## src/rtl/pwmt_pkg.sv

```systemverilog
package pwmt_pkg;
   // counting styles, control word bits [1:0]
   localparam logic [1:0] CM_STOP = 2'd0;
   localparam logic [1:0] CM_FREE = 2'd1;
   localparam logic [1:0] CM_MOD  = 2'd2;
   localparam logic [1:0] CM_UPDN = 2'd3;

   // per-channel compare behaviours
   localparam logic [2:0] OC_CTR_UPSET = 3'd4;
   localparam logic [2:0] OC_CTR_DNSET = 3'd5;
   localparam logic [2:0] OC_EDGE_SET  = 3'd6;
   localparam logic [2:0] OC_EDGE_CLR  = 3'd7;

   // log2 of the divide ratio for each divider code
   function automatic int unsigned div_shift(input logic [1:0] sel);
      case (sel)
         2'd0:    return 0;
         2'd1:    return 3;
         2'd2:    return 5;
         default: return 7;
      endcase
   endfunction
endpackage

```

## src/rtl/pwmt_prescale.sv

```systemverilog
module pwmt_prescale #(
   parameter int PRE_W = 7
) (
   input  logic       clk,
   input  logic       rst_n,
   input  logic       run,
   input  logic [1:0] div_sel,
   output logic       tick
);
   import pwmt_pkg::*;

   generate
      if (PRE_W < 7) begin : g_bad_w
         $error("pwmt_prescale: PRE_W must cover a divide by 128");
      end
   endgenerate

   logic [PRE_W-1:0] pcnt;
   logic [PRE_W-1:0] lim;

   always_comb lim = PRE_W'((32'd1 << div_shift(div_sel)) - 32'd1);

   always_ff @(posedge clk) begin
      if (!rst_n)          pcnt <= '0;
      else if (!run)       pcnt <= '0;
      else if (pcnt >= lim) pcnt <= '0;
      else                 pcnt <= pcnt + 1'b1;
   end

   assign tick = run && (pcnt >= lim);
endmodule

```

## src/rtl/pwmt_counter.sv

```systemverilog
module pwmt_counter #(
   parameter int CNT_W = 16
) (
   input  logic             clk,
   input  logic             rst_n,
   input  logic             tick,
   input  logic [1:0]       cmode,
   input  logic [CNT_W-1:0] per,
   output logic [CNT_W-1:0] cnt,
   output logic             up,
   output logic             zero_evt
);
   import pwmt_pkg::*;

   always_ff @(posedge clk) begin
      if (!rst_n || cmode == CM_STOP) begin
         cnt <= '0;
         up  <= 1'b1;
      end else if (tick) begin
         case (cmode)
            CM_FREE: begin
               cnt <= cnt + 1'b1;
               up  <= 1'b1;
            end
            CM_MOD: begin
               cnt <= (cnt >= per) ? '0 : cnt + 1'b1;
               up  <= 1'b1;
            end
            default: begin
               if (per == '0) begin
                  cnt <= '0;
                  up  <= 1'b1;
               end else if (up) begin
                  if (cnt >= per) begin
                     up  <= 1'b0;
                     cnt <= cnt - 1'b1;
                  end else begin
                     cnt <= cnt + 1'b1;
                  end
               end else if (cnt == '0) begin
                  up  <= 1'b1;
                  cnt <= cnt + 1'b1;
               end else begin
                  cnt <= cnt - 1'b1;
               end
            end
         endcase
      end
   end

   assign zero_evt = tick && (cnt == '0);

   a_r2_mod_wrap: assert property (@(posedge clk) disable iff (!rst_n)
      (tick && cmode == CM_MOD && cnt >= per) |=> (cnt == '0));
   a_r6_free_wrap: assert property (@(posedge clk) disable iff (!rst_n)
      (tick && cmode == CM_FREE && cnt == '1) |=> (cnt == '0));
   a_r5_hold_no_tick: assert property (@(posedge clk) disable iff (!rst_n)
      (!tick && cmode != CM_STOP) |=> $stable(cnt));
   a_r7_turn_at_top: assert property (@(posedge clk) disable iff (!rst_n)
      (tick && cmode == CM_UPDN && up && per != '0 && cnt >= per) |=> !up);
endmodule

```

## src/rtl/pwmt_regs.sv

```systemverilog
module pwmt_regs #(
   parameter int CNT_W  = 16,
   parameter int N_CH   = 2,
   parameter int ADDR_W = 3
) (
   input  logic                       clk,
   input  logic                       rst_n,
   input  logic                       wr_en,
   input  logic [ADDR_W-1:0]          wr_addr,
   input  logic [CNT_W-1:0]           wr_data,
   input  logic                       load,
   output logic [1:0]                 cmode,
   output logic [1:0]                 div_sel,
   output logic [CNT_W-1:0]           per_act,
   output logic [N_CH-1:0][CNT_W-1:0] cmp_act,
   output logic [N_CH-1:0][2:0]       ocm
);
   localparam int CMP_BASE = 2;
   localparam int OCM_BASE = CMP_BASE + N_CH;

   logic [CNT_W-1:0] per_pend;

   always_ff @(posedge clk) begin
      if (!rst_n) begin
         cmode   <= '0;
         div_sel <= '0;
         per_pend <= '0;
         per_act  <= '0;
      end else begin
         if (wr_en && wr_addr == ADDR_W'(0)) begin
            cmode   <= wr_data[1:0];
            div_sel <= wr_data[3:2];
         end
         if (wr_en && wr_addr == ADDR_W'(1)) per_pend <= wr_data;
         if (load) per_act <= per_pend;
      end
   end

   for (genvar k = 0; k < N_CH; k++) begin : g_ch
      logic [CNT_W-1:0] cmp_pend;
      always_ff @(posedge clk) begin
         if (!rst_n) begin
            cmp_pend   <= '0;
            cmp_act[k] <= '0;
            ocm[k]     <= '0;
         end else begin
            if (wr_en && wr_addr == ADDR_W'(CMP_BASE + k)) cmp_pend <= wr_data;
            if (wr_en && wr_addr == ADDR_W'(OCM_BASE + k)) ocm[k] <= wr_data[2:0];
            if (load) cmp_act[k] <= cmp_pend;
         end
      end

      a_r11_cmp_shadow: assert property (@(posedge clk) disable iff (!rst_n)
         !load |=> $stable(cmp_act[k]));
   end

   a_r11_per_shadow: assert property (@(posedge clk) disable iff (!rst_n)
      !load |=> $stable(per_act));
endmodule

```

## src/rtl/pwmt_channel.sv

```systemverilog
module pwmt_channel #(
   parameter int CNT_W = 16
) (
   input  logic             clk,
   input  logic             rst_n,
   input  logic             stop,
   input  logic             tick,
   input  logic             up,
   input  logic             zero_evt,
   input  logic [CNT_W-1:0] cnt,
   input  logic [CNT_W-1:0] cmp,
   input  logic [2:0]       ocm,
   output logic             pwm
);
   import pwmt_pkg::*;

   logic match;
   assign match = tick && (cnt == cmp);

   // a match takes precedence over the zero event
   always_ff @(posedge clk) begin
      if (!rst_n || stop) begin
         pwm <= 1'b0;
      end else begin
         case (ocm)
            OC_CTR_UPSET: if (match) pwm <= up;
            OC_CTR_DNSET: if (match) pwm <= !up;
            OC_EDGE_SET: begin
               if (match)         pwm <= 1'b1;
               else if (zero_evt) pwm <= 1'b0;
            end
            OC_EDGE_CLR: begin
               if (match)         pwm <= 1'b0;
               else if (zero_evt) pwm <= 1'b1;
            end
            default: pwm <= 1'b0;
         endcase
      end
   end

   a_r1_stop_low: assert property (@(posedge clk) disable iff (!rst_n)
      stop |=> !pwm);
   a_r3_match_sets: assert property (@(posedge clk) disable iff (!rst_n)
      (!stop && match && ocm == OC_EDGE_SET) |=> pwm);
   a_r4_match_clears: assert property (@(posedge clk) disable iff (!rst_n)
      (!stop && match && ocm == OC_EDGE_CLR) |=> !pwm);
   a_r8_centre_dir: assert property (@(posedge clk) disable iff (!rst_n)
      (!stop && match && ocm == OC_CTR_UPSET) |=> (pwm == $past(up)));
   a_r12_unused_low: assert property (@(posedge clk) disable iff (!rst_n)
      (ocm < OC_CTR_UPSET) |=> !pwm);
endmodule

```

## src/rtl/pwmt_top.sv

```systemverilog
module pwmt_top #(
   parameter int CNT_W  = 16,
   parameter int N_CH   = 2,
   parameter int ADDR_W = 3,
   parameter int PRE_W  = 7
) (
   input  logic              clk,
   input  logic              rst_n,
   input  logic              wr_en,
   input  logic [ADDR_W-1:0] wr_addr,
   input  logic [CNT_W-1:0]  wr_data,
   output logic [N_CH-1:0]   pwm_o,
   output logic [CNT_W-1:0]  cnt_o
);
   import pwmt_pkg::*;

   localparam int N_REGS = 2 + 2 * N_CH;

   generate
      if (CNT_W < 4) begin : g_bad_cnt
         $error("pwmt_top: CNT_W must hold the control fields");
      end
      if (N_CH < 1) begin : g_bad_ch
         $error("pwmt_top: at least one channel is needed");
      end
      if (N_REGS > (1 << ADDR_W)) begin : g_bad_addr
         $error("pwmt_top: ADDR_W too narrow for the register set");
      end
   endgenerate

   logic [1:0]                 cmode;
   logic [1:0]                 div_sel;
   logic [CNT_W-1:0]           per_act;
   logic [N_CH-1:0][CNT_W-1:0] cmp_act;
   logic [N_CH-1:0][2:0]       ocm;
   logic                       tick, up, zero_evt, stop, load;
   logic [CNT_W-1:0]           cnt;

   assign stop = (cmode == CM_STOP);
   assign load = stop || zero_evt;

   pwmt_regs #(.CNT_W(CNT_W), .N_CH(N_CH), .ADDR_W(ADDR_W)) u_regs (
      .clk(clk), .rst_n(rst_n), .wr_en(wr_en), .wr_addr(wr_addr),
      .wr_data(wr_data), .load(load), .cmode(cmode), .div_sel(div_sel),
      .per_act(per_act), .cmp_act(cmp_act), .ocm(ocm)
   );

   pwmt_prescale #(.PRE_W(PRE_W)) u_pre (
      .clk(clk), .rst_n(rst_n), .run(!stop), .div_sel(div_sel), .tick(tick)
   );

   pwmt_counter #(.CNT_W(CNT_W)) u_cnt (
      .clk(clk), .rst_n(rst_n), .tick(tick), .cmode(cmode), .per(per_act),
      .cnt(cnt), .up(up), .zero_evt(zero_evt)
   );

   for (genvar k = 0; k < N_CH; k++) begin : g_out
      pwmt_channel #(.CNT_W(CNT_W)) u_ch (
         .clk(clk), .rst_n(rst_n), .stop(stop), .tick(tick), .up(up),
         .zero_evt(zero_evt), .cnt(cnt), .cmp(cmp_act[k]), .ocm(ocm[k]),
         .pwm(pwm_o[k])
      );
   end

   assign cnt_o = cnt;

   if (N_CH >= 2) begin : g_pair_chk
      a_r10_no_shared_edge: assert property (@(posedge clk) disable iff (!rst_n)
         (cmode == CM_UPDN && $past(cmode == CM_UPDN) && $past(cmp_act[0] != cmp_act[1]))
         |-> !((pwm_o[0] != $past(pwm_o[0])) && (pwm_o[1] != $past(pwm_o[1]))));
   end
endmodule

```

## config.mk

```make
export PLATFORM = sky130hd
export DESIGN_NAME = pwmt_top
export DESIGN_NICKNAME = d
export VERILOG_FILES = /design/src/rtl/pwmt_pkg.sv /design/src/rtl/pwmt_prescale.sv /design/src/rtl/pwmt_counter.sv /design/src/rtl/pwmt_regs.sv /design/src/rtl/pwmt_channel.sv /design/src/rtl/pwmt_top.sv
export SDC_FILE = /design/constraint.sdc
export NUM_CORES = 1
export LEC_CHECK = 0
export BUFFER_PORTS_ARGS = -buffer_cell sky130_fd_sc_hd__buf_2
export CAP_MARGIN = 20
export CORE_MARGIN = 2
export CORE_UTILIZATION = 53
export DETAILED_ROUTE_END_ITERATION = 7
export PLACE_DENSITY = 0.75
export SKIP_CTS_REPAIR_TIMING = 1
export SYNTH_ARGS = -nofsm -noshare
export SYNTH_HDL_FRONTEND = slang
export SYNTH_SLANG_ARGS = --single-unit
```

## constraint.sdc

```tcl
create_clock -name clk -period 8.57 [get_ports clk]
set_clock_uncertainty 0.2 [all_clocks]
set_input_delay 0.4285 -clock clk [delete_from_list [all_inputs] [get_ports clk]]
set_output_delay 0.4285 -clock clk [all_outputs]
set_load 0.02 [all_outputs]
```

* Word level (Yosys, flattened, before mapping)
Index checks and enable logic that the tools add are counted.
Word-level totals: input bits 22, register bits 132, output and inout port bits 18, word-level logic and storage cells 98
Cells by class: mux-type cells 24, shift-type cells 1, bitwise logic cells 1, add/subtract/negate cells 4, $lt $le $gt $ge 2, reductions and logical operators 24, equal/unequal tests 27
Operators with widths (count):
- $mux W16 | 5
- $eq A16 B16 Y1 | 2
- $logic_not A16 Y1 | 2
- $pmux W16 S2 | 1
- $eq A3 B3 Y1 const B | 10
- $add A16 B1 Y16 const B | 1
- $ge A16 B16 Y1 | 1
- $sub A16 B1 Y16 const B | 1
- $mux W1 | 15
- $ne A3 B2 Y1 const B | 4
- $logic_and A1 B1 Y1 | 10
- $pmux W3 S3 | 1
- $ne A2 B1 Y1 const B | 4
- $pmux W1 S4 | 2
- $reduce_and A4 Y1 | 2
- $add A7 B1 Y7 const B | 1
- $ge A7 B7 Y1 | 1
- $shl A1 B3 Y7 const A | 1
- $sub A7 B1 Y7 const B | 1
- $eq A3 B2 Y1 const B | 2
- $eq A2 B1 Y1 const B | 2
- $eq A2 B2 Y1 const B | 2
- $logic_not A2 Y1 | 2
- $eq A3 B1 Y1 const B | 1
- other kinds (6) | 9

* Depth between registers and ports, before layout
depth after elaboration 10, depth in mapped cells 14, mapped depth without buffers 11

* Cells and area by module
A second synthesis with hierarchy kept.
Unflattened totals: cells, all modules 747, area, all modules 6917.9 um^2
Modules (own cells, without submodules):
- pwmt_regs | area each 3977.6 um^2, cells each 365, seq. area each 2122.0 um^2, times used 1
- pwmt_counter | area each 1948.1 um^2, cells each 266, seq. area each 340.3 um^2, times used 1
- pwmt_channel | area each 249.0 um^2, cells each 31, seq. area each 20.0 um^2, times used 2
- pwmt_prescale | area each 476.7 um^2, cells each 51, seq. area each 140.1 um^2, times used 1
- pwmt_top | area each 17.5 um^2, cells each 3, seq. area each 0.0 um^2, times used 1

* Worst setup path before layout
Ideal clock, no wire load.
path kind flip-flop to flip-flop, start register u_cnt.cnt[0], end register u_cnt.cnt[12], library setup time 132 ps, cell stages (with the launch flop) 13, required time 8238 ps, period minus slack after synthesis 3091 ps, buffers on the path 2, path slack 5479 ps, arrival time 2760 ps, path through dfxtp_1 clkbuf_1 inv_1 ha_1 nand2b_1 a2111oi_0 nand3b_1 and4_1 a21boi_4 and2_1 buf_2 a221oi_1 nor3_1
On the way: word-level cells in the longest chain between the ends 5, elaborated cells between the ends (all ways) 10, those cells by class 2 x add/sub; 1 x order compare; 6 x mux; 1 x reduce/logical
RTL lines:
- start: declaration | RTL line pwmt_counter.sv:9 | output logic [CNT_W-1:0] cnt,
- start signal: assignment | RTL line pwmt_counter.sv:22 | cnt <= cnt + 1'b1;
- start signal: assignment | RTL line pwmt_counter.sv:26 | cnt <= (cnt >= per) ? '0 : cnt + 1'b1;
- start signal: assignment | RTL line pwmt_counter.sv:36 | cnt <= cnt - 1'b1;
- $sub A16 B1 Y16, or another cell as far along | RTL line pwmt_counter.sv:36, pwmt_counter.sv:44
- $mux W16, on equally long branches | RTL line pwmt_counter.sv:40, pwmt_counter.sv:34
- $mux W16 | RTL line pwmt_counter.sv:33 | end else if (up) begin
- $mux W16 | RTL line pwmt_counter.sv:30 | if (per == '0) begin
- $pmux W16 S2 (*) | RTL line pwmt_counter.sv:20 | case (cmode)
Mark *: on every way between the ends. The rest lies on a longest branch, timed or not. A chain may end at the register's enable or synchronous reset.

* Final worst setup path
start register u_regs.div_sel[1], end register u_regs.per_act[7]
On the way: word-level cells in the longest chain between the ends 8, elaborated cells between the ends (all ways) 10, those cells by class 1 x add/sub; 1 x order compare; 2 x eq/ne; 1 x shift; 1 x mux; 4 x reduce/logical
RTL lines:
- start: declaration | RTL line pwmt_regs.sv:13 | output logic [1:0] div_sel,
- start signal: assignment | RTL line pwmt_regs.sv:32 | div_sel <= wr_data[3:2];
- $eq A2 B2 Y1, or another cell as far along | RTL line pwmt_pkg.sv:16 | case (sel)
- $pmux W3 S3 (*) | RTL line pwmt_pkg.sv:16
- $shl A1 B3 Y7 (*) | RTL line pwmt_prescale.sv:21 | always_comb lim = PRE_W'((32'd1 << div_shift(div_sel)) - 32'd1);
- $sub A7 B1 Y7 (*) | RTL line pwmt_prescale.sv:21
- $ge A7 B7 Y1 (*) | RTL line pwmt_prescale.sv:30 | assign tick = run && (pcnt >= lim);
- $logic_and A1 B1 Y1 (*) | RTL line pwmt_prescale.sv:30
- $logic_and A1 B1 Y1 (*) | RTL line pwmt_counter.sv:51 | assign zero_evt = tick && (cnt == '0);
- $logic_or A1 B1 Y1 (*) | RTL line pwmt_top.sv:40 | assign load = stop || zero_evt;
- end signal: assignment | RTL line pwmt_regs.sv:35 | if (load) per_act <= per_pend;
- end: declaration | RTL line pwmt_regs.sv:14 | output logic [CNT_W-1:0] per_act,
Marks and branches as above.

==> impl_metrics.py <==
metrics = {
    "outcome": {
        "status": "complete, no violations",
    },
    "layout": {
        "nFillCells": 1165,
        "area_growth_pct": 11.8,
        "nNetsFinal": 906,
        "utilization_pct": 60.7,
        "antenna_cells": 0,
        "final_layout_size_suffix_gt1_share_pct": 10.1,
    },
    "routing": {
        "wl_mm": 16.9,
        "viasPerCell": 5.54,
        "wl_per_cell_um": 16.3,
        "drtIter0Drc": 464,
        "drc": 0,
        "num_vias": 5754,
        "ant_nets": 0,
        "dr.pass1.iters": 6,
    },
    "placement": {
        "place.gp.congestion": 0.860,
        "hpwlAfterDp_mm": 11.3,
        "port_buffers": 39,
    },
    "critical_path": {
        "timing.rr.start": "u_regs.div_sel[1]",
        "r2r_cells": 12,
        "crit_slowest_cell": "a21o_1",
        "cp_num_buf_inv": 2,
        "r2r_slack_ns": 5.09,
        "timing.rr.end": "u_regs.per_act[7]",
        "worstPathRequired_ns": 8.71,
        "cp_cell_sequence": "or2_2, inv_1, ha_1, a21oi_1, o21ai_0, a311oi_1, a21o_1, nor2_1, nor2_2, buf_4, nand2_1, a21boi_0",
        "critPathArrivalTime_ns": 3.62,
        "critPathMaxFanout": 48,
        "cp-end-kind": "flip-flop",
        "critPathLaunchType": "flip-flop",
        "cpLargestDelayFamily": "compound AO/OA/AOI/OAI gates",
        "criticalPathCategory": "reg -> reg",
        "cp_slowest_stage_delay_ns": 0.57,
    },
    "clocking": {
        "htreeDepth": 4,
        "clkTransAtPathRegs_ns": 0.06,
        "cts_buffers": 17,
        "clock_latency_ns": 0.43,
        "cts_root_buf": "clkbuf_16",
        "cts_tree": "done",
        "clock-sinks": 132,
        "clk_path_buf_depth": 2,
    },
    "synth": {
        "synth_area_um2": 6860,
        "synth_top_area_share_pct": 38.5,
        "synth.net_count": 902,
        "yosysSeqAreaShare_pct": 38.5,
        "syn_avg_cell_area_um2": 8.07,
        "ys.flop_type": "dfxtp_1",
        "synth_cells": 850,
        "synthArstFlopShare_pct": 0,
        "synth_warnings": 0,
        "ys_ff_latch": 132,
        "synth_cell_types": 56,
        "synthTopCellsByArea": "dfxtp_1 (39%), nand2_1 (12%), a21boi_0 (11%)",
        "synth_edf_count": 0,
        "synth_top_area_cell": "dfxtp_1",
    },
    "sta": {
        "finalCritPeriodShare_pct": 40.6,
        "fin_crit_ns": 3.48,
        "worstMarginPinSlew_ns": 0.978,
        "fmax_ghz": 0.288,
        "max_slew_margin_pct": 34.7,
        "rsz0062_at_grt": "false",
        "hold_violations": 0,
        "maxSlewViolCount": 0,
        "finalSetupViolCount": 0,
        "hold_ws_ns": 0.0677,
        "setup_tns_ns": 0,
    },
    "hold_path": {
        "hold_start": "wr_data[4]",
        "worst_hold_path.endpoint": "u_regs.g_ch[1].cmp_pend[4]",
        "hold_depth": 3,
        "holdCritPathClass": "in -> reg",
    },
    "die": {
        "row_count": 41,
        "io_pins": 40,
        "die_area_um2": 13900,
        "initial_core_util_pct": 54.3,
        "core_um2": 12600,
        "fp.dieW_um": 118,
        "die_y_um": 118,
    },
    "power_and_ir_drop": {
        "p_leak_nw": 2.98,
        "powerDensity_nw_per_um2": 201,
        "ir_drop_uv": 174,
    },
    "flow_run": {
        "maxCapViolations": 0,
    },
    "grt": {
        "grt_use_met1_pct": 32.7,
        "overflow": 0,
        "antenna_found_initial": 0,
        "gr-usage-met2_pct": 42.4,
        "grt_first_pass_wirelength_mm": 28.2,
        "grt.busiest_layer": "met2",
        "grt_max_degree": 109,
        "use_met3_pct": 5.62,
        "grt_usage_pct": 25.4,
        "grt_pass1_vias": 5568,
    },
}
==> per-stage QoR <==
step / total power (W) / std cells / setup WS (ns) / instance area [µm²]
2_1_floorplan: 0.000754 / 850 / 5.48 / 6860
3_3_place_gp: 0.000791 / 1007 / 5.18 / 7050
3_5_place_dp: 0.000792 / 1007 / 5.09 / 7050
4_1_cts: 0.00155 / 1039 / 5.08 / 7660
5_1_grt: 0.00160 / 1039 / 4.81 / 7660
6_report: 0.00154 / 1039 / 5.09 / 7660
==> registers in the layout, indices dropped and copies added (netlist names) <==
name,count
u_regs.per_pend,16
u_regs.g_ch.cmp_pend,32
u_regs.per_act,16
u_regs.cmp_act,32
u_regs.cmode,2
g_out.u_ch.pwm,2
u_cnt.cnt,16
u_regs.ocm,6
u_pre.pcnt,7
u_cnt.up,1
u_regs.div_sel,2
==> tightest hold or removal path, cell delays in order <==
cell	delay, ns
buf_2	0.11
nand2_1	0.05
a21boi_0	0.06
==> area by class of cell <==
cell class              instances  area (µm²)  area share (%)
multi-input cells             626        3830            50.0
clock inverters                10         143            1.86
flip-flops and latches        132        2640            34.5
repair buffers                 44         233            3.04
well taps                     172         215            2.81
inverters                      33         124            1.62
clock buffers                  22         474            6.19
==> routing by layer <==
metal | routed length [µm] | vias up
li1 | - | 2889
met5 | 0 | -
met2 | 8070 | 159
met4 | 236 | 0
met3 | 959 | 22
met1 | 7670 | 2684
==> how the worst max path moves through the flow <==
stage,startpoint,end,slack [ns],cells after the start
finish,u_regs.div_sel[1],u_regs.per_act[7],5.09,12
floorplan,u_cnt.cnt[0],u_cnt.cnt[12],5.48,12
global placement,u_regs.div_sel[1],u_regs.cmp_act[25],5.18,12
global route,u_regs.div_sel[1],u_regs.per_act[11],4.81,12
CTS,u_regs.div_sel[1],u_regs.per_act[7],5.08,12
detailed placement,u_regs.div_sel[1],u_regs.per_act[7],5.09,12
==> cells by family (layout without fill, tap and decap cells) <==
logic type | Yosys count | count (layout) | synth area share [%]
compound gates | 182 | 182 | 19.0
xor+xnor | 48 | 48 | 6.13
fa+ha+maj | 30 | 30 | 5.47
buf+inv | 92 | 109 | 5.77
flops | 132 | 132 | 38.5
mux | 11 | 11 | 1.62
simple gates | 355 | 355 | 23.4
==> Yosys cell counts, drive strengths merged (4+ instances only) <==
cell type  instances
a211oi             9
a21boi            97
a21oi             26
a221oi             4
and2               4
and3               5
buf               16
clkbuf            43
dfxtp            132
ha                30
inv               33
mux2i             10
nand2            222
nand3             14
nand4              7
nor2              34
nor2b             17
nor3              16
nor4              17
o211ai             7
o21ai             13
or3                4
xnor2             11
xor2              37
==> report_power, final <==
group	internal [W]	leakage, nW	switching (W)	total, W
sequential	0.000624	1.07	0.0000110	0.000635
combinational	0.0000551	1.61	0.0000915	0.000147
clock	0.000483	0.302	0.000278	0.000762
==> layout by cell type, fill, tap and decap left out, drive strengths merged, types with 4 or more instances in the layout <==
cell type / n
a211oi: 9
a21boi: 97
a21oi: 26
a221oi: 4
and2: 4
and3: 5
buf: 44
clkbuf: 22
dfxtp: 132
ha: 30
inv: 37
mux2i: 10
nand2: 222
nand3: 14
nand4: 7
nor2: 34
nor2b: 17
nor3: 16
nor4: 17
o211ai: 7
o21ai: 13
or3: 4
xnor2: 11
xor2: 37
No activity file was read; power rests on OpenSTA's default activity.
